--- config.mk ---
export PLATFORM = sky130hd
export DESIGN_NAME = vrm_rect_mover
export DESIGN_NICKNAME = d
export VERILOG_FILES = /design/src/rtl/vrm_pkg.sv /design/src/rtl/vrm_cursor.sv /design/src/rtl/vrm_ctrl.sv /design/src/rtl/vrm_rect_mover.sv
export SDC_FILE = /design/constraint.sdc
export NUM_CORES = 1
export LEC_CHECK = 0
export ABC_AREA = 1
export BUFFER_PORTS_ARGS = -buffer_cell sky130_fd_sc_hd__buf_2
export CAP_MARGIN = 20
export CORE_MARGIN = 4
export CORE_UTILIZATION = 40
export DETAILED_ROUTE_END_ITERATION = 10
export RECOVER_POWER = 100
export SETUP_SLACK_MARGIN = 0.3
export SYNTH_ARGS = -nofsm -noshare
export SYNTH_HDL_FRONTEND = slang
export SYNTH_SLANG_ARGS = --single-unit
--- constraint.sdc ---
create_clock -name clk -period 3.7 [get_ports clk]
set_input_delay 0.555 -clock clk [delete_from_list [all_inputs] [get_ports clk]]
set_output_delay 0.555 -clock clk [all_outputs]
set_load 0.02 [all_outputs]
--- src/rtl/vrm_pkg.sv ---
package vrm_pkg;
    localparam int X_W    = 10;
    localparam int Y_W    = 9;
    localparam int DIM_W  = 16;
    localparam int PIX_W  = 16;
    localparam int WORD_W = 2 * PIX_W;
    localparam int ADDR_W = X_W + Y_W;
    localparam int Y_LSB  = 16;

    typedef struct packed {
        logic [X_W-1:0]   x;
        logic [Y_W-1:0]   y;
        logic [DIM_W-1:0] w;
        logic [DIM_W-1:0] h;
    } rect_t;

    typedef enum logic [2:0] {
        ST_IDLE,
        ST_W_ACC,
        ST_W_LO,
        ST_W_HI,
        ST_R_LO,
        ST_R_HI,
        ST_R_CAP,
        ST_R_OUT
    } xfer_state_e;

    function automatic rect_t unpack_rect(input logic [WORD_W-1:0] pos,
                                          input logic [WORD_W-1:0] size);
        rect_t r;
        r.x = pos[X_W-1:0];
        r.y = pos[Y_LSB +: Y_W];
        r.w = size[DIM_W-1:0];
        r.h = size[WORD_W-1:DIM_W];
        return r;
    endfunction

    function automatic logic rect_empty(input rect_t r);
        return (r.w == '0) || (r.h == '0);
    endfunction

    function automatic logic [ADDR_W-1:0] pix_addr(input logic [Y_W-1:0] y,
                                                   input logic [X_W-1:0] x,
                                                   input logic [X_W-1:0] col);
        logic [X_W-1:0] xs;
        xs = x + col;
        return {y, xs};
    endfunction
endpackage

--- src/rtl/vrm_cursor.sv ---
module vrm_cursor
    import vrm_pkg::*;
(
    input  logic              clk,
    input  logic              rst,
    input  logic              load,
    input  rect_t             rect_i,
    input  logic              step,
    output logic [ADDR_W-1:0] addr_o,
    output logic              last_o
);
    localparam logic [DIM_W:0]   ONE_EXT = (DIM_W+1)'(1);
    localparam logic [DIM_W-1:0] ONE_DIM = DIM_W'(1);

    logic [X_W-1:0]   x_q;
    logic [Y_W-1:0]   y_q;
    logic [DIM_W-1:0] w_q;
    logic [DIM_W-1:0] h_q;
    logic [DIM_W-1:0] col_q;
    logic [DIM_W:0]   col_inc;
    logic             row_end;

    assign col_inc = {1'b0, col_q} + ONE_EXT;
    assign row_end = (col_inc == {1'b0, w_q});
    assign last_o  = row_end && (h_q == ONE_DIM);
    assign addr_o  = pix_addr(y_q, x_q, col_q[X_W-1:0]);

    always_ff @(posedge clk) begin
        if (rst) begin
            x_q   <= '0;
            y_q   <= '0;
            w_q   <= '0;
            h_q   <= '0;
            col_q <= '0;
        end else if (load) begin
            x_q   <= rect_i.x;
            y_q   <= rect_i.y;
            w_q   <= rect_i.w;
            h_q   <= rect_i.h;
            col_q <= '0;
        end else if (step) begin
            if (row_end) begin
                col_q <= '0;
                y_q   <= y_q + 1'b1;
                h_q   <= h_q - ONE_DIM;
            end else begin
                col_q <= col_inc[DIM_W-1:0];
            end
        end
    end

    // the final pixel step drains the remaining height to zero
    assert_h_drains_R8: assert property (@(posedge clk) disable iff (rst)
        step && last_o |=> h_q == '0);

    // no pixel step is taken with nothing left to move
    assert_no_empty_step_R9: assert property (@(posedge clk) disable iff (rst)
        step |-> h_q != '0);

    // a row end returns the column to zero on the next cycle
    assert_row_wrap_R4: assert property (@(posedge clk) disable iff (rst)
        step && row_end && !last_o |=> col_q == '0);
endmodule

--- src/rtl/vrm_ctrl.sv ---
module vrm_ctrl
    import vrm_pkg::*;
(
    input  logic              clk,
    input  logic              rst,
    input  logic              start_i,
    input  logic              start_read_i,
    input  logic              empty_i,
    input  logic              last_i,
    input  logic              wr_valid_i,
    input  logic [WORD_W-1:0] wr_data_i,
    output logic              wr_ready_o,
    output logic              rd_valid_o,
    output logic [WORD_W-1:0] rd_data_o,
    input  logic              rd_ready_i,
    input  logic [PIX_W-1:0]  mem_rdata_i,
    output logic              load_o,
    output logic              step_o,
    output logic              mem_en_o,
    output logic              mem_we_o,
    output logic [PIX_W-1:0]  mem_wdata_o,
    output logic              busy_o,
    output logic              done_o,
    output logic              err_o
);
    xfer_state_e       state_q;
    logic [WORD_W-1:0] word_q;
    logic              fin_q;
    logic              done_q;
    logic              err_q;

    always_ff @(posedge clk) begin
        if (rst) begin
            state_q <= ST_IDLE;
            word_q  <= '0;
            fin_q   <= 1'b0;
            done_q  <= 1'b0;
            err_q   <= 1'b0;
        end else begin
            done_q <= 1'b0;
            err_q  <= start_i && (state_q != ST_IDLE);
            unique case (state_q)
                ST_IDLE: if (start_i) begin
                    fin_q <= 1'b0;
                    if (empty_i)           done_q  <= 1'b1;
                    else if (start_read_i) state_q <= ST_R_LO;
                    else                   state_q <= ST_W_ACC;
                end
                ST_W_ACC: if (wr_valid_i) begin
                    word_q  <= wr_data_i;
                    state_q <= ST_W_LO;
                end
                ST_W_LO: begin
                    if (last_i) begin
                        state_q <= ST_IDLE;
                        done_q  <= 1'b1;
                    end else begin
                        state_q <= ST_W_HI;
                    end
                end
                ST_W_HI: begin
                    if (last_i) begin
                        state_q <= ST_IDLE;
                        done_q  <= 1'b1;
                    end else begin
                        state_q <= ST_W_ACC;
                    end
                end
                ST_R_LO: begin
                    fin_q   <= last_i;
                    state_q <= ST_R_HI;
                end
                ST_R_HI: begin
                    word_q[PIX_W-1:0] <= mem_rdata_i;
                    if (fin_q) begin
                        word_q[WORD_W-1:PIX_W] <= '0;
                        state_q <= ST_R_OUT;
                    end else begin
                        fin_q   <= last_i;
                        state_q <= ST_R_CAP;
                    end
                end
                ST_R_CAP: begin
                    word_q[WORD_W-1:PIX_W] <= mem_rdata_i;
                    state_q <= ST_R_OUT;
                end
                ST_R_OUT: if (rd_ready_i) begin
                    if (fin_q) begin
                        state_q <= ST_IDLE;
                        done_q  <= 1'b1;
                    end else begin
                        state_q <= ST_R_LO;
                    end
                end
                default: state_q <= ST_IDLE;
            endcase
        end
    end

    always_comb begin
        load_o      = (state_q == ST_IDLE) && start_i && !empty_i;
        mem_we_o    = (state_q == ST_W_LO) || (state_q == ST_W_HI);
        mem_en_o    = mem_we_o || (state_q == ST_R_LO) ||
                      ((state_q == ST_R_HI) && !fin_q);
        step_o      = mem_en_o;
        mem_wdata_o = (state_q == ST_W_HI) ? word_q[WORD_W-1:PIX_W]
                                           : word_q[PIX_W-1:0];
        wr_ready_o  = (state_q == ST_W_ACC);
        rd_valid_o  = (state_q == ST_R_OUT);
        rd_data_o   = word_q;
        busy_o      = (state_q != ST_IDLE);
        done_o      = done_q;
        err_o       = err_q;
    end

    // an accepted word is followed at once by a memory write
    assert_word_writes_R3: assert property (@(posedge clk) disable iff (rst)
        wr_ready_o && wr_valid_i |=> mem_en_o && mem_we_o);

    // an offered read word is held until taken
    assert_rd_hold_R6: assert property (@(posedge clk) disable iff (rst)
        rd_valid_o && !rd_ready_i |=> rd_valid_o && $stable(rd_data_o));

    // completion is only flagged once the block is idle
    assert_done_idle_R8: assert property (@(posedge clk) disable iff (rst)
        done_o |-> !busy_o);

    // a start while busy raises the error flag on the next cycle
    assert_err_on_busy_R10: assert property (@(posedge clk) disable iff (rst)
        start_i && busy_o |=> err_o);
endmodule

--- src/rtl/vrm_rect_mover.sv ---
module vrm_rect_mover
    import vrm_pkg::*;
(
    input  logic              clk,
    input  logic              rst,
    input  logic              start_i,
    input  logic              start_read_i,
    input  logic [WORD_W-1:0] start_pos_i,
    input  logic [WORD_W-1:0] start_size_i,
    input  logic              wr_valid_i,
    input  logic [WORD_W-1:0] wr_data_i,
    output logic              wr_ready_o,
    output logic              rd_valid_o,
    output logic [WORD_W-1:0] rd_data_o,
    input  logic              rd_ready_i,
    output logic              mem_en_o,
    output logic              mem_we_o,
    output logic [ADDR_W-1:0] mem_addr_o,
    output logic [PIX_W-1:0]  mem_wdata_o,
    input  logic [PIX_W-1:0]  mem_rdata_i,
    output logic              busy_o,
    output logic              done_o,
    output logic              err_o
);
    rect_t rect_in;
    logic  load;
    logic  step;
    logic  last;
    logic  unused_pos_bits;

    assign rect_in         = unpack_rect(start_pos_i, start_size_i);
    assign unused_pos_bits = ^{start_pos_i[WORD_W-1:Y_LSB+Y_W], start_pos_i[Y_LSB-1:X_W]};

    vrm_cursor u_cursor (
        .clk    (clk),
        .rst    (rst),
        .load   (load),
        .rect_i (rect_in),
        .step   (step),
        .addr_o (mem_addr_o),
        .last_o (last)
    );

    vrm_ctrl u_ctrl (
        .clk          (clk),
        .rst          (rst),
        .start_i      (start_i),
        .start_read_i (start_read_i),
        .empty_i      (rect_empty(rect_in)),
        .last_i       (last),
        .wr_valid_i   (wr_valid_i),
        .wr_data_i    (wr_data_i),
        .wr_ready_o   (wr_ready_o),
        .rd_valid_o   (rd_valid_o),
        .rd_data_o    (rd_data_o),
        .rd_ready_i   (rd_ready_i),
        .mem_rdata_i  (mem_rdata_i),
        .load_o       (load),
        .step_o       (step),
        .mem_en_o     (mem_en_o),
        .mem_we_o     (mem_we_o),
        .mem_wdata_o  (mem_wdata_o),
        .busy_o       (busy_o),
        .done_o       (done_o),
        .err_o        (err_o)
    );
endmodule

==> summary.md, run 1 <==
| Metric | Value |
|---|---|
| Tightest Pin Transition | `1.37 ns` |
| PwrDens | `about 610 mW/mm²` |
| I/O pin cnt | `192` |
| Share of the yosys chip area belonging to registers | `33.8%` |
| Syn-to-layout area delta | `18.9%` |
| Critical path's largest stage delay | `~0.48 ns` |
| Antenna violations before repair | `0` |
| Top FF cell, synth | `sky130_fd_sc_hd__dfxtp_1` |
| Quantity of hold-fixing buffers added after cts | `0` |
| Commonest cells after routing, fill and taps aside | `sky130_fd_sc_hd__nand2_1, sky130_fd_sc_hd__dfxtp_1, sky130_fd_sc_hd__buf_2, sky130_fd_sc_hd__nor2_1, sky130_fd_sc_hd__o21ai_0` |
| Global-route wire length before repair | `30.6 mm` |
| Final non-filler cell total | `1,283` |
| Final Hold Fails | `0` |
| RSZ-0062 raised after global routing | `no` |
| Largest fanout on the critical path | `6` |
| DR vias | `6,531` |
| Top cell type's share of synthesized area | `33.8%` |
| Worst supply voltage drop on vdd | `0.000312 V` |
| Data arrival time of the critical path | `2.74 ns` |
| Post CTS Setup Buffer Count | `0` |
| Vias in the first global route | `6,148` |
| Die area | `roughly 0.018 mm²` |
| Highest clock rate | `approximately 0.30 GHz` |
| Final Slew Violations | `0` |
| Combined global-route utilization of all metal layers | `21.0%` |
| Most common library cell in the layout ignoring fill and taps | `sky130_fd_sc_hd__nand2_1` |
| Reg clk slew, reported paths | `around 0.08 ns` |
| Clk root buf | `sky130_fd_sc_hd__clkbuf_16` |
| Most common cell on crit path | `sky130_fd_sc_hd__a21oi_1` |
| Total number of yosys warnings | `0` |
| Mean cell area of the mapped netlist | `6.68 µm²` |
| Drt wl/cell | `around 15 µm` |
| Total grt overflow | `0` |
| Worst-Skew Late Latency | `0.36 ns` |
| Shortest period the worst path allows | `3.29 ns` |
| Count of cell types in the netlist | `41` |
| Final RePlAce weighted congestion | `~0.86` |
| Worst path slowest cell | `sky130_fd_sc_hd__dfxtp_1` |
| Synthesized net count | `1,064` |
| Std-Cell Core Area | `0.0152 mm²` |
| Number of nets still failing antenna checks after routing | `0` |
| Total number of H-tree levels | `3` |
| Fin crit share | `roughly nine tenths` |
| Share of the synthesized area in compound gates (AO/OA/AOI/OAI) | `19.7%` |
| Share of cells above drive strength 1 | `13.0%` |
| Cell class contributing the biggest share of worst-path delay | `compound AO/OA/AOI/OAI gates` |
| Max Cap Violations | `0` |
| FFs w/ async S/R, synth | `0%` |
| Largest cells by area after synthesis | `sky130_fd_sc_hd__dfxtp_1, sky130_fd_sc_hd__nand2_1, sky130_fd_sc_hd__o21ai_0, sky130_fd_sc_hd__nor2_1, sky130_fd_sc_hd__a21oi_1` |
| Total of endpoints with negative setup slack in the final report | `0` |
| Worst path cell trace | `ha_1, inv_1, fa_1, o21ai_0, a21o_1, a21oi_1, o21bai_1, a21oi_1, xnor2_1, clkbuf_1` |
| Std-Cell Rows | `45` |
| Worst endpoint required time | `3.14 ns` |
| Xor and xnor area share after synthesis | `5.79%` |
| Total buffers and inverters traversed by the critical path | `2` |
| Final TNS setup | `0 ns` |
| Maximum root-to-sink buffer count | `2` |
| CTS resizes | `0` |
| CTS Sinks | `105` |
| Area leader, netlist | `sky130_fd_sc_hd__dfxtp_1` |
| Input/output buffers | `between 150 and 200` |
| Setup slack of the worst register-to-register path | `between 0.6 and 0.7 ns` |
| DRC violations left | `0` |
| Iter 0 DRT Violations | `between 300 and 400` |
| Syn Inst Count | `932` |
| Die width | `~130 µm` |
| Post-synth design cell area | `just over 0.006 mm²` |
| Initial core utilization | `41.0%` |
| Multiplexer area fraction after synthesis | `0%` |
| Antenna Diode Count | `0` |
| Arithmetic-cell share of the synthesized area counting full adders, half adders and majority gates | `2.93%` |
| Static power due to leakage | `3.12 nW` |
| Critical path capture point type | `output pin` |
| Pin count of the biggest net entering global routing | `50` |
| Sort of element at the start of the critical path | `flop` |
| Half-perimeter wire length of the detailed placement result | `approximately 14 mm` |
| Final Routed Wirelength | `18.6 mm` |
| Per-cell via count in the routed design | `5.09` |
| Largest clock skew in the final design | `around 0.011 ns` |
| Crit Path Category | `flop to output pin` |
| Detailed Routing Iterations Pass 1 | `5` |
| Synthesized-area fraction occupied by and/or/nand/nor cells | `between 20% and 30%` |
| Net count, final | `1,222` |
| Clock tree from TritonCTS | `done` |
| Number of placed instances, taps included | `1,266` |
| Total CTS buffers | `9` |
| Largest family of logic cells by synthesized area | `simple AND/OR/NAND/NOR gates` |
| Outcome | `finished, final reports clean` |
| Hold_ws | `~0.44 ns` |
| EDFF count, synth | `0` |
| Seq cells post-synth | `~110` |
| Slew HR | `8.72%` |
| Class of the tightest hold or removal check | `input port to flop` |
| Height of the chip | `about 130 µm` |
sequential cells by signal (all words and copies together), names as in the netlist:
name and count:
u_cursor.y_q 9, u_ctrl.done_o 1, u_ctrl.fin_q 1, u_ctrl.state_q 3, u_cursor.col_q 16, u_cursor.w_q 16
u_cursor.h_q 16, u_ctrl.rd_data_o 32, u_ctrl.err_o 1, u_cursor.x_q 10
through the flow:
| step | util, % | instance area (µm²) | worst slack (ns) | power [W] |
|---|---|---|---|---|
| floorplan | - | 6230 | 1.06 | 0.00310 |
| finish | 48.7 | 7400 | 0.406 | 0.00453 |
| detailed placement | 47.6 | 7230 | 0.668 | 0.00367 |
| global placement | 47.6 | 7230 | 0.716 | 0.00366 |
| CTS | 49.5 | 7520 | 0.465 | 0.00463 |
| global route | 48.7 | 7400 | 0.180 | 0.00493 |
Yosys cell counts (3+ instances only):
cell type and number:
sky130_fd_sc_hd__a21oi_1 67, sky130_fd_sc_hd__nor2_1 91, sky130_fd_sc_hd__dfxtp_1 105, sky130_fd_sc_hd__nor4_1 8, sky130_fd_sc_hd__o21ai_0 92, sky130_fd_sc_hd__nor3_1 7, sky130_fd_sc_hd__buf_6 3, sky130_fd_sc_hd__ha_1 13
sky130_fd_sc_hd__xnor2_1 12, sky130_fd_sc_hd__nand4_1 18, sky130_fd_sc_hd__a211oi_1 16, sky130_fd_sc_hd__nor2_2 9, sky130_fd_sc_hd__xor2_1 24, sky130_fd_sc_hd__nand3_1 48, sky130_fd_sc_hd__clkbuf_1 35, sky130_fd_sc_hd__inv_1 87
sky130_fd_sc_hd__a221oi_1 16, sky130_fd_sc_hd__nand2_1 235, sky130_fd_sc_hd__inv_2 3, sky130_fd_sc_hd__a31oi_1 17
cell type report:
| class | count | area, µm² |
|---|---|---|
| clock buffer | 10 | 239 |
| clock inverter | 6 | 50.0 |
| fill | 1661 | 7800 |
| inverter | 92 | 345 |
| multi-input combinational | 693 | 3560 |
| sequential | 105 | 2100 |
| tap | 188 | 235 |
| timing repair buffer | 189 | 863 |
layer usage:
layer / track usage (%) / part of all wire (%)
met1: 27.4 / 46
met2: 35.5 / 48
met3: 4.41 / 4.6
met4: 5.14 / 1.3
met5: 0 / 0
logic make-up (layout without fill, tap and decap cells):
family / after synthesis / after routing
AO/OA/AOI/OAI: 216 / 216
XOR/XNOR: 38 / 38
adder cells (fa/ha/maj): 14 / 14
buffers and inverters: 134 / 297
flip-flops: 105 / 105
AND/OR/NAND/NOR: 425 / 425
worst register-to-register path, cell delays in order, from the launching register on:
cell	delay, ns
sky130_fd_sc_hd__dfxtp_1	0.48
sky130_fd_sc_hd__ha_1	0.25
sky130_fd_sc_hd__nand2_1	0.13
sky130_fd_sc_hd__nor2_1	0.31
sky130_fd_sc_hd__nand4_1	0.21
sky130_fd_sc_hd__nand3_1	0.13
sky130_fd_sc_hd__nand2_1	0.10
sky130_fd_sc_hd__nor2_1	0.11
sky130_fd_sc_hd__nand2_1	0.07
sky130_fd_sc_hd__nor2_1	0.25
sky130_fd_sc_hd__nand3_4	0.13
sky130_fd_sc_hd__nand2_4	0.24
sky130_fd_sc_hd__inv_2	0.30
sky130_fd_sc_hd__nand2_1	0.13
sky130_fd_sc_hd__a21oi_1	0.07
final timing paths:
| kind | startpoint | cells after the start | to |
|---|---|---|---|
| setup / recovery | u_cursor.col_q[0]$_SDFFE_PP0P_ | 10 | mem_addr_o[8] |
| hold / removal | start_pos_i[8] | 3 | u_cursor.x_q[8]$_SDFFE_PP0P_ |
| setup reg to reg | u_cursor.col_q[0]$_SDFFE_PP0P_ | 14 | u_cursor.h_q[6]$_SDFFE_PP0P_ |
| hold reg to reg | u_cursor.w_q[11]$_SDFFE_PP0P_ | 2 | u_cursor.w_q[11]$_SDFFE_PP0P_ |
power by group:
group / total (W) / switching (W) / internal [W]
clock network: 0.000954 / 0.000468 / 0.000486
registers: 0.00159 / 0.000205 / 0.00138
logic: 0.00199 / 0.00134 / 0.000645
Note: power is estimated with default switching activity, not from simulation.
==> run 2: changes to the inputs <==
--- a/config.mk
+++ b/config.mk
@@ -8,11 +8,13 @@
 export ABC_AREA = 1
 export BUFFER_PORTS_ARGS = -buffer_cell sky130_fd_sc_hd__buf_2
 export CAP_MARGIN = 20
+export CORE_ASPECT_RATIO = 0.6
 export CORE_MARGIN = 4
 export CORE_UTILIZATION = 40
 export DETAILED_ROUTE_END_ITERATION = 10
-export RECOVER_POWER = 100
+export RECOVER_POWER = 25
 export SETUP_SLACK_MARGIN = 0.3
 export SYNTH_ARGS = -nofsm -noshare
 export SYNTH_HDL_FRONTEND = slang
+export SYNTH_HIERARCHICAL = 1
 export SYNTH_SLANG_ARGS = --single-unit
==> summary.md, run 2 <==
| Metric | Value |
|---|---|
| Outcome | `finished, final reports clean` |
| Combined global-route utilization of all metal layers | `20.8% (-0.22 points)` |
| Final RePlAce weighted congestion | `0.872 (+1.8%)` |
| Input/output buffers | `178 (unchanged)` |
| Core Util, Final | `48.7% (+0.059 points)` |
| Post-synth design cell area | `0.00670 mm² (+7.6%)` |
| Vias in the first global route | `6,400 (+4.1%)` |
| Largest clock skew in the final design | `0.00752 ns (-0.00299 ns)` |
| Reg-to-reg startpoint | `u_cursor/col_q[0]$_SDFFE_PP0P_` |
| Startpoint of the worst hold path | `start_pos_i[6]` |
| EDFF count, synth | `0 (unchanged)` |
| Per-cell via count in the routed design | `4.87 (-4.4%)` |
| Worst path slowest cell | `sky130_fd_sc_hd__dfxtp_1` |
| Seq cells post-synth | `105 (unchanged)` |
| Worst-Skew Late Latency | `0.34 ns (-0.02 ns)` |
| Total CTS buffers | `9 (unchanged)` |
| Pin count of the biggest net entering global routing | `41 (-18%)` |
| Clk root buf | `sky130_fd_sc_hd__clkbuf_16` |
| Top cells by count, synth | `sky130_fd_sc_hd__nand2_1, sky130_fd_sc_hd__nor2_1, sky130_fd_sc_hd__dfxtp_1` |
| Tightest Pin Transition | `1.02 ns (-0.348 ns)` |
| Final non-filler cell total | `1,438 (+12%)` |
| Detailed Routing Iterations Pass 1 | `5 (unchanged)` |
| Die area | `0.0189 mm² (+7.5%)` |
| Static power due to leakage | `3.70 nW (+19%)` |
| Net count, final | `1,337 (+9.4%)` |
| Sort of element at the start of the critical path | `flop` |
| Half-perimeter wire length of the detailed placement result | `14.9 mm (+9.9%)` |
| Final TNS setup | `0 ns (unchanged)` |
| Post CTS Setup Buffer Count | `0 (unchanged)` |
| Worst endpoint required time | `3.14 ns (about the same)` |
| Initial core utilization | `41.1% (+0.11 points)` |
| RSZ-0062 raised after global routing | `no` |
| Mean cell area of the mapped netlist | `6.36 µm² (-4.8%)` |
| Height of the chip | `108 µm (-18%)` |
| Cell area after layout | `0.00795 mm² (+7.4%)` |
| Clock tree from TritonCTS | `done` |
| CTS Sinks | `105 (unchanged)` |
| DRC violations left | `0 (unchanged)` |
| Commonest cells after routing, fill and taps aside | `sky130_fd_sc_hd__nand2_1, sky130_fd_sc_hd__nor2_1, sky130_fd_sc_hd__buf_2, sky130_fd_sc_hd__dfxtp_1, sky130_fd_sc_hd__inv_1` |
| Total of endpoints with negative setup slack in the final report | `0 (unchanged)` |
| Antenna violations before repair | `0 (unchanged)` |
| Highest clock rate | `0.306 GHz (+0.85%)` |
| Critical path startpoint | `u_cursor/col_q[0]$_SDFFE_PP0P_` |
| Std-Cell Rows | `36 (-20%)` |
| Number of placed instances, taps included | `1,422 (+12%)` |
| Antenna Diode Count | `0 (unchanged)` |
| Critical path capture point type | `output pin` |
| Total grt overflow | `0 (unchanged)` |
| Global-route wire length before repair | `32.4 mm (+5.8%)` |
| Final Routed Wirelength | `20.0 mm (+7.5%)` |
| Std-Cell Core Area | `0.0163 mm² (+7.3%)` |
| Area leader, netlist | `sky130_fd_sc_hd__dfxtp_1` |
| Largest cells by area after synthesis | `sky130_fd_sc_hd__dfxtp_1, sky130_fd_sc_hd__nand2_1, sky130_fd_sc_hd__nor2_1, sky130_fd_sc_hd__o21ai_0, sky130_fd_sc_hd__nand3_1` |
| Quantity of hold-fixing buffers added after cts | `0 (unchanged)` |
| Reg clk slew, reported paths | `0.07 ns (about the same)` |
| Total number of H-tree levels | `3 (unchanged)` |
| Max reg flops | `32 (unchanged)` |
| Worst supply voltage drop on vdd | `0.000275 V (-12%)` |
| Top cell type's share of synthesized area | `31.4% (-2.4 points)` |
| Share of cells above drive strength 1 | `17.2% (+4.2 points)` |
| Total number of yosys warnings | `6 (+6)` |
| Synthesized net count | `1,185 (+11%)` |
| Top FF cell, synth | `sky130_fd_sc_hd__dfxtp_1` |
| Placed cell area | `0.00770 mm² (+6.5%)` |
| Fin crit share | `88.3% (-0.75 points)` |
| Slew HR | `31.9% (+23 points)` |
| I/O pin cnt | `192 (unchanged)` |
| Final Slew Violations | `0 (unchanged)` |
| Largest fanout on the critical path | `6 (unchanged)` |
| PwrDens | `724 mW/mm² (+18%)` |
| CTS resizes | `0 (unchanged)` |
| Count of cell types in the netlist | `44 (+7.3%)` |
| Shortest period the worst path allows | `3.27 ns (-0.0279 ns)` |
| Share of the yosys chip area belonging to registers | `31.4% (-2.4 points)` |
| Number of nets still failing antenna checks after routing | `0 (unchanged)` |
| Crit Path Category | `flop to output pin` |
| Max Cap Violations | `0 (unchanged)` |
| Syn Inst Count | `1,053 (+13%)` |
| Worst path cell trace | `ha_1, inv_1, fa_1, o21ai_0, a21o_1, a21oi_1, o21bai_1, a21oi_1, xnor2_1, buf_2` |
| Final Hold Fails | `0 (unchanged)` |
| Drt wl/cell | `13.9 µm (-4.1%)` |
| Critical path's largest stage delay | `0.48 ns (about the same)` |
| Iter 0 DRT Violations | `552 (+51%)` |
| Maximum root-to-sink buffer count | `2 (unchanged)` |
| DR vias | `7,001 (+7.2%)` |
| Die width | `175 µm (+32%)` |
| Most common library cell in the layout ignoring fill and taps | `sky130_fd_sc_hd__nand2_1` |
| Most common cell on crit path | `sky130_fd_sc_hd__a21oi_1` |
| Data arrival time of the critical path | `2.71 ns (-0.03 ns)` |
| Syn-to-layout area delta | `18.7%` |
| FFs w/ async S/R, synth | `0% (unchanged)` |
| Most instantiated library cell after synthesis | `sky130_fd_sc_hd__nand2_1` |
| Class of the tightest hold or removal check | `input port to flop` |
[run 2: changes by cell type after synthesis, sizes merged, moves of 14 or more]
cell	delta
inv	+17
nand2	+57
buf	+18
a21oi	-14
nand3	+33
nor2	+54
a221oi	-16
a211oi	-16
[run 2: kinds of logic after synthesis]
logic type,share of synthesized area (%)
flops,31.4
compound gates,13.9
mux,1.05
xor+xnor,3.68
fa+ha+maj,2.73
simple gates,37.3
buf+inv,10.0
[run 2: through the flow]
stage | hold slack [ns] | setup WS, ns | power, W
5_1_grt | 0.427 | 0.300 | 0.00625
3_5_place_dp | 0.473 | 0.824 | 0.00481
4_1_cts | 0.424 | 0.463 | 0.00581
2_1_floorplan | 0.449 | 1.06 | 0.00406
6_report | 0.428 | 0.434 | 0.00575
3_3_place_gp | 0.468 | 0.834 | 0.00479
[run 2: worst paths after layout]
check                                    to  slack [ns]  cells past startpoint
max                           mem_addr_o[8]        0.43                     10
max reg2reg  u_ctrl/state_q[1]$_SDFFE_PP0P_        0.76                     14
min            u_cursor/x_q[6]$_SDFFE_PP0P_        0.43                      3
min reg2reg    u_cursor/w_q[4]$_SDFFE_PP0P_        0.48                      2
[run 2: layout make-up]
class | count | area, µm²
clock inverters | 4 | 51.3
clock buffers | 12 | 246
multi-input cells | 791 | 3930
fillers | 1755 | 8360
well taps | 228 | 285
flip-flops and latches | 105 | 2100
inverters | 109 | 410
repair buffers | 189 | 918
[run 2: report_power, final]
group          internal (W)  total [W]  switching, W  leakage [nW]
clock              0.000546   0.000983      0.000437         0.143
sequential          0.00148    0.00177      0.000294         0.860
combinational      0.000994    0.00300       0.00200          2.70
[run 2: worst max-delay path: cells and delay by family, from the launching register on]
family / cells / cell delay, ns
DFF: 1 / 0.48
buffers and inverters: 2 / 0.27
xor gates and xnor gates: 1 / 0.12
adders and majority gates: 2 / 0.68
AOI/OAI and AO/OA: 5 / 0.85
[run 2: per-layer routing]
metal	track usage [%]	routed length, µm
met5	0	0
met3	3.35	1050
met2	30.3	8180
met1	32.2	10600
met4	3.92	205
==> run 3: changes to the inputs <==
--- a/config.mk
+++ b/config.mk
@@ -12,6 +12,7 @@
 export CORE_MARGIN = 4
 export CORE_UTILIZATION = 40
 export DETAILED_ROUTE_END_ITERATION = 10
+export PLACE_DENSITY = 0.67
 export RECOVER_POWER = 25
 export SETUP_SLACK_MARGIN = 0.3
 export SYNTH_ARGS = -nofsm -noshare
==> constraint.sdc (replaced) <==
create_clock -name clk -period 2.8 [get_ports clk]
set_input_delay 0.42 -clock clk [delete_from_list [all_inputs] [get_ports clk]]
set_output_delay 0.42 -clock clk [all_outputs]
set_load 0.02 [all_outputs]
==> summary.md, run 3 (synthesized netlist as in run 2, its figures left out) <==
| Metric | Value |
|---|---|
| RSZ-0062 raised after global routing | `yes` |
| Std-Cell Core Area | `0.0163 mm² (unchanged)` |
| Global-route wire length before repair | `33.0 mm (+1.9%)` |
| Largest fanout on the critical path | `5 (-1)` |
| Crit Path Category | `flop to flop` |
| Static power due to leakage | `4.04 nW (+9.1%)` |
| Clk root buf | `sky130_fd_sc_hd__clkbuf_16` |
| Highest clock rate | `0.381 GHz` |
| Cell area after layout | `0.00878 mm² (+10%)` |
| Std-Cell Rows | `36 (unchanged)` |
| Max reg flops | `32 (unchanged)` |
| Combined global-route utilization of all metal layers | `21.1% (+0.32 points)` |
| Iter 0 DRT Violations | `689 (+25%)` |
| Final Slew Violations | `0 (unchanged)` |
| Outcome | `finished, final reports clean` |
| Combined flip-flop and latch cell area | `0.00212 mm² (+1.1%)` |
| DR vias | `7,595 (+8.5%)` |
| Vias in the first global route | `6,591 (+3.0%)` |
| Multi-input gate area | `0.00421 mm² (+7.1%)` |
| Pin count of the biggest net entering global routing | `41 (unchanged)` |
| Initial core utilization | `41.1% (unchanged)` |
| Data arrival time of the critical path | `2.86 ns (+0.15 ns)` |
| Per-cell via count in the routed design | `5.10 (+4.7%)` |
| Drt wl/cell | `15.0 µm (+7.7%)` |
| Syn-to-layout area delta | `31.1%` |
| Reg-to-Reg End | `u_ctrl/state_q[1]$_SDFFE_PP0P_` |
| Die width | `175 µm (unchanged)` |
| Sort of element at the start of the critical path | `flop` |
| Maximum root-to-sink buffer count | `2 (unchanged)` |
| Reg clk slew, reported paths | `0.07 ns (about the same)` |
| Fin crit share | `93.7%` |
| Commonest cells after routing, fill and taps aside | `sky130_fd_sc_hd__nand2_1, sky130_fd_sc_hd__nor2_1, sky130_fd_sc_hd__buf_2, sky130_fd_sc_hd__inv_1, sky130_fd_sc_hd__dfxtp_1` |
| Placed cell area | `0.00778 mm² (+1.0%)` |
| Final Routed Wirelength | `22.3 mm (+12%)` |
| Worst supply voltage drop on vdd | `0.000404 V (+46%)` |
| Final Hold Fails | `0 (unchanged)` |
| Worst hold path endpoint | `u_cursor/x_q[4]$_SDFFE_PP0P_` |
| CTS Sinks | `105 (unchanged)` |
| Final TNS setup | `0 ns (unchanged)` |
| Detailed Routing Iterations Pass 1 | `5 (unchanged)` |
| Path depth of the worst reg2reg path | `19 (+5)` |
| Startpoint of the worst hold path | `start_pos_i[4]` |
| Critical path capture point type | `flop` |
| Tightest Pin Transition | `0.950 ns (-0.0709 ns)` |
| Total CTS buffers | `9 (unchanged)` |
| Input/output buffers | `178 (unchanged)` |
| Hold_ws | `0.293 ns (-0.135 ns)` |
| Shortest period the worst path allows | `2.62 ns` |
| Final non-filler cell total | `1,490 (+3.6%)` |
| Die area | `0.0189 mm² (unchanged)` |
| PwrDens | `925 mW/mm² (+28%)` |
| Max Cap Violations | `0 (unchanged)` |
| DRC violations left | `0 (unchanged)` |
| Total of fill cells in the finished design | `1,677 (-4.4%)` |
| Height of the chip | `108 µm (unchanged)` |
| Half-perimeter wire length of the detailed placement result | `15.2 mm (+1.8%)` |
| Worst endpoint required time | `3.03 ns (-0.11 ns)` |
| Number of nets still failing antenna checks after routing | `0 (unchanged)` |
| Hold-critical path depth | `3 (unchanged)` |
| Total number of H-tree levels | `3 (unchanged)` |
| Number of placed instances, taps included | `1,428 (+0.42%)` |
| Setup slack of the worst register-to-register path | `0.18 ns (-0.58 ns)` |
| Class of the tightest hold or removal check | `input port to flop` |
| Total of endpoints with negative setup slack in the final report | `0 (unchanged)` |
| Total grt overflow | `0 (unchanged)` |
| Worst-Skew Late Latency | `0.35 ns (about the same)` |
| Share of cells above drive strength 1 | `24.9% (+7.7 points)` |
| Final RePlAce weighted congestion | `0.933 (+7.0%)` |
| Largest clock skew in the final design | `0.0102 ns (+0.00264 ns)` |
| Clock tree from TritonCTS | `done` |
| Slew HR | `36.6% (+4.7 points)` |
| Reg-to-reg startpoint | `u_cursor/col_q[0]$_SDFFE_PP0P_` |
| I/O pin cnt | `192 (unchanged)` |
| Antenna violations before repair | `2 (+2)` |
| Net count, final | `1,388 (+3.8%)` |
| Most common library cell in the layout ignoring fill and taps | `sky130_fd_sc_hd__nand2_1` |
==> run 3: changes by cell type in the layout (fill, tap and decap cells not counted), sizes merged <==
cell / delta
buf: +48
bufinv: -1
clkbuf: +4
clkinv: +1
diode: +1
inv: -1
==> run 3: how the worst max path moves through the flow <==
stage                                   start                        endpoint  slack (ns)  depth (start not counted)
2_1_floorplan  u_cursor/col_q[0]$_SDFFE_PP0P_                   mem_addr_o[8]        0.40                          9
3_3_place_gp   u_cursor/col_q[1]$_SDFFE_PP0P_  u_ctrl/state_q[1]$_SDFFE_PP0P_        0.18                         17
3_5_place_dp   u_cursor/col_q[1]$_SDFFE_PP0P_  u_ctrl/state_q[1]$_SDFFE_PP0P_        0.10                         15
4_1_cts          u_cursor/x_q[0]$_SDFFE_PP0P_                   mem_addr_o[8]        0.19                         10
5_1_grt        u_cursor/col_q[0]$_SDFFE_PP0P_  u_ctrl/state_q[1]$_SDFFE_PP0P_       0.008                         19
6_report       u_cursor/col_q[0]$_SDFFE_PP0P_  u_ctrl/state_q[1]$_SDFFE_PP0P_        0.18                         19
==> run 3: per-layer routing <==
metal	vias up	share of wire (%)	GRT usage, %
met4	2	1.2	3.87
li1	3808	-	-
met2	263	44	31.2
met1	3491	49	32.0
met5	-	0.058	0
met3	31	6.1	3.91
==> run 3: report_power, final <==
part	total [W]	switching, W	internal [W]
clock network	0.00124	0.000579	0.000658
logic	0.00453	0.00289	0.00164
registers	0.00236	0.000403	0.00196
==> run 3: final cells by class <==
type                       count  share of cell area (%)
multi-input combinational    791                    48.0
sequential                   105                    24.2
timing repair buffer         240                    16.6
inverter                     109                    4.68
tap                          228                    3.25
clock buffer                  13                    2.97
clock inverter                 3                   0.285
antenna                        1                  0.0285
==> run 3: repair_timing <==
action / 4_1_cts / 5_1_grt
hold buffers: 0 / 0
gates resized for setup: 44 / 45
pin swaps: 18 / 30
setup endpoints to repair: 12 / 57
hold endpoints to repair: 0 / 0
cloned: 0 / 7
buffers inserted: 23 / 15
==> run 3: worst max-delay path, cell delays in order (launching register included) <==
cell                      delay [ns]
sky130_fd_sc_hd__dfxtp_4        0.37
sky130_fd_sc_hd__buf_6          0.10
sky130_fd_sc_hd__ha_4           0.15
sky130_fd_sc_hd__nand2_4        0.07
sky130_fd_sc_hd__nor2_4         0.16
sky130_fd_sc_hd__buf_6          0.13
sky130_fd_sc_hd__nand3_1        0.10
sky130_fd_sc_hd__nand2_2        0.12
sky130_fd_sc_hd__nand2_1        0.05
sky130_fd_sc_hd__nand2_1        0.06
sky130_fd_sc_hd__nand2_2        0.06
sky130_fd_sc_hd__nor2_2         0.14
sky130_fd_sc_hd__nand2_2        0.10
sky130_fd_sc_hd__nor4_4         0.29
sky130_fd_sc_hd__buf_4          0.17
sky130_fd_sc_hd__nor3_2         0.04
sky130_fd_sc_hd__o21ai_1        0.19
sky130_fd_sc_hd__nand2_1        0.07
sky130_fd_sc_hd__nand2_1        0.06
sky130_fd_sc_hd__nor2_1         0.07
==> run 3: metrics by stage <==
| step | util, % | total power, W | setup WS [ns] |
|---|---|---|---|
| 6_report | 53.8 | 0.00812 | 0.178 |
| 5_1_grt | 53.8 | 0.00877 | 0.00772 |
| 4_1_cts | 51.6 | 0.00781 | 0.194 |
| 3_5_place_dp | 47.7 | 0.00644 | 0.102 |
| 3_3_place_gp | 47.7 | 0.00639 | 0.176 |
| 2_1_floorplan | - | 0.00537 | 0.398 |
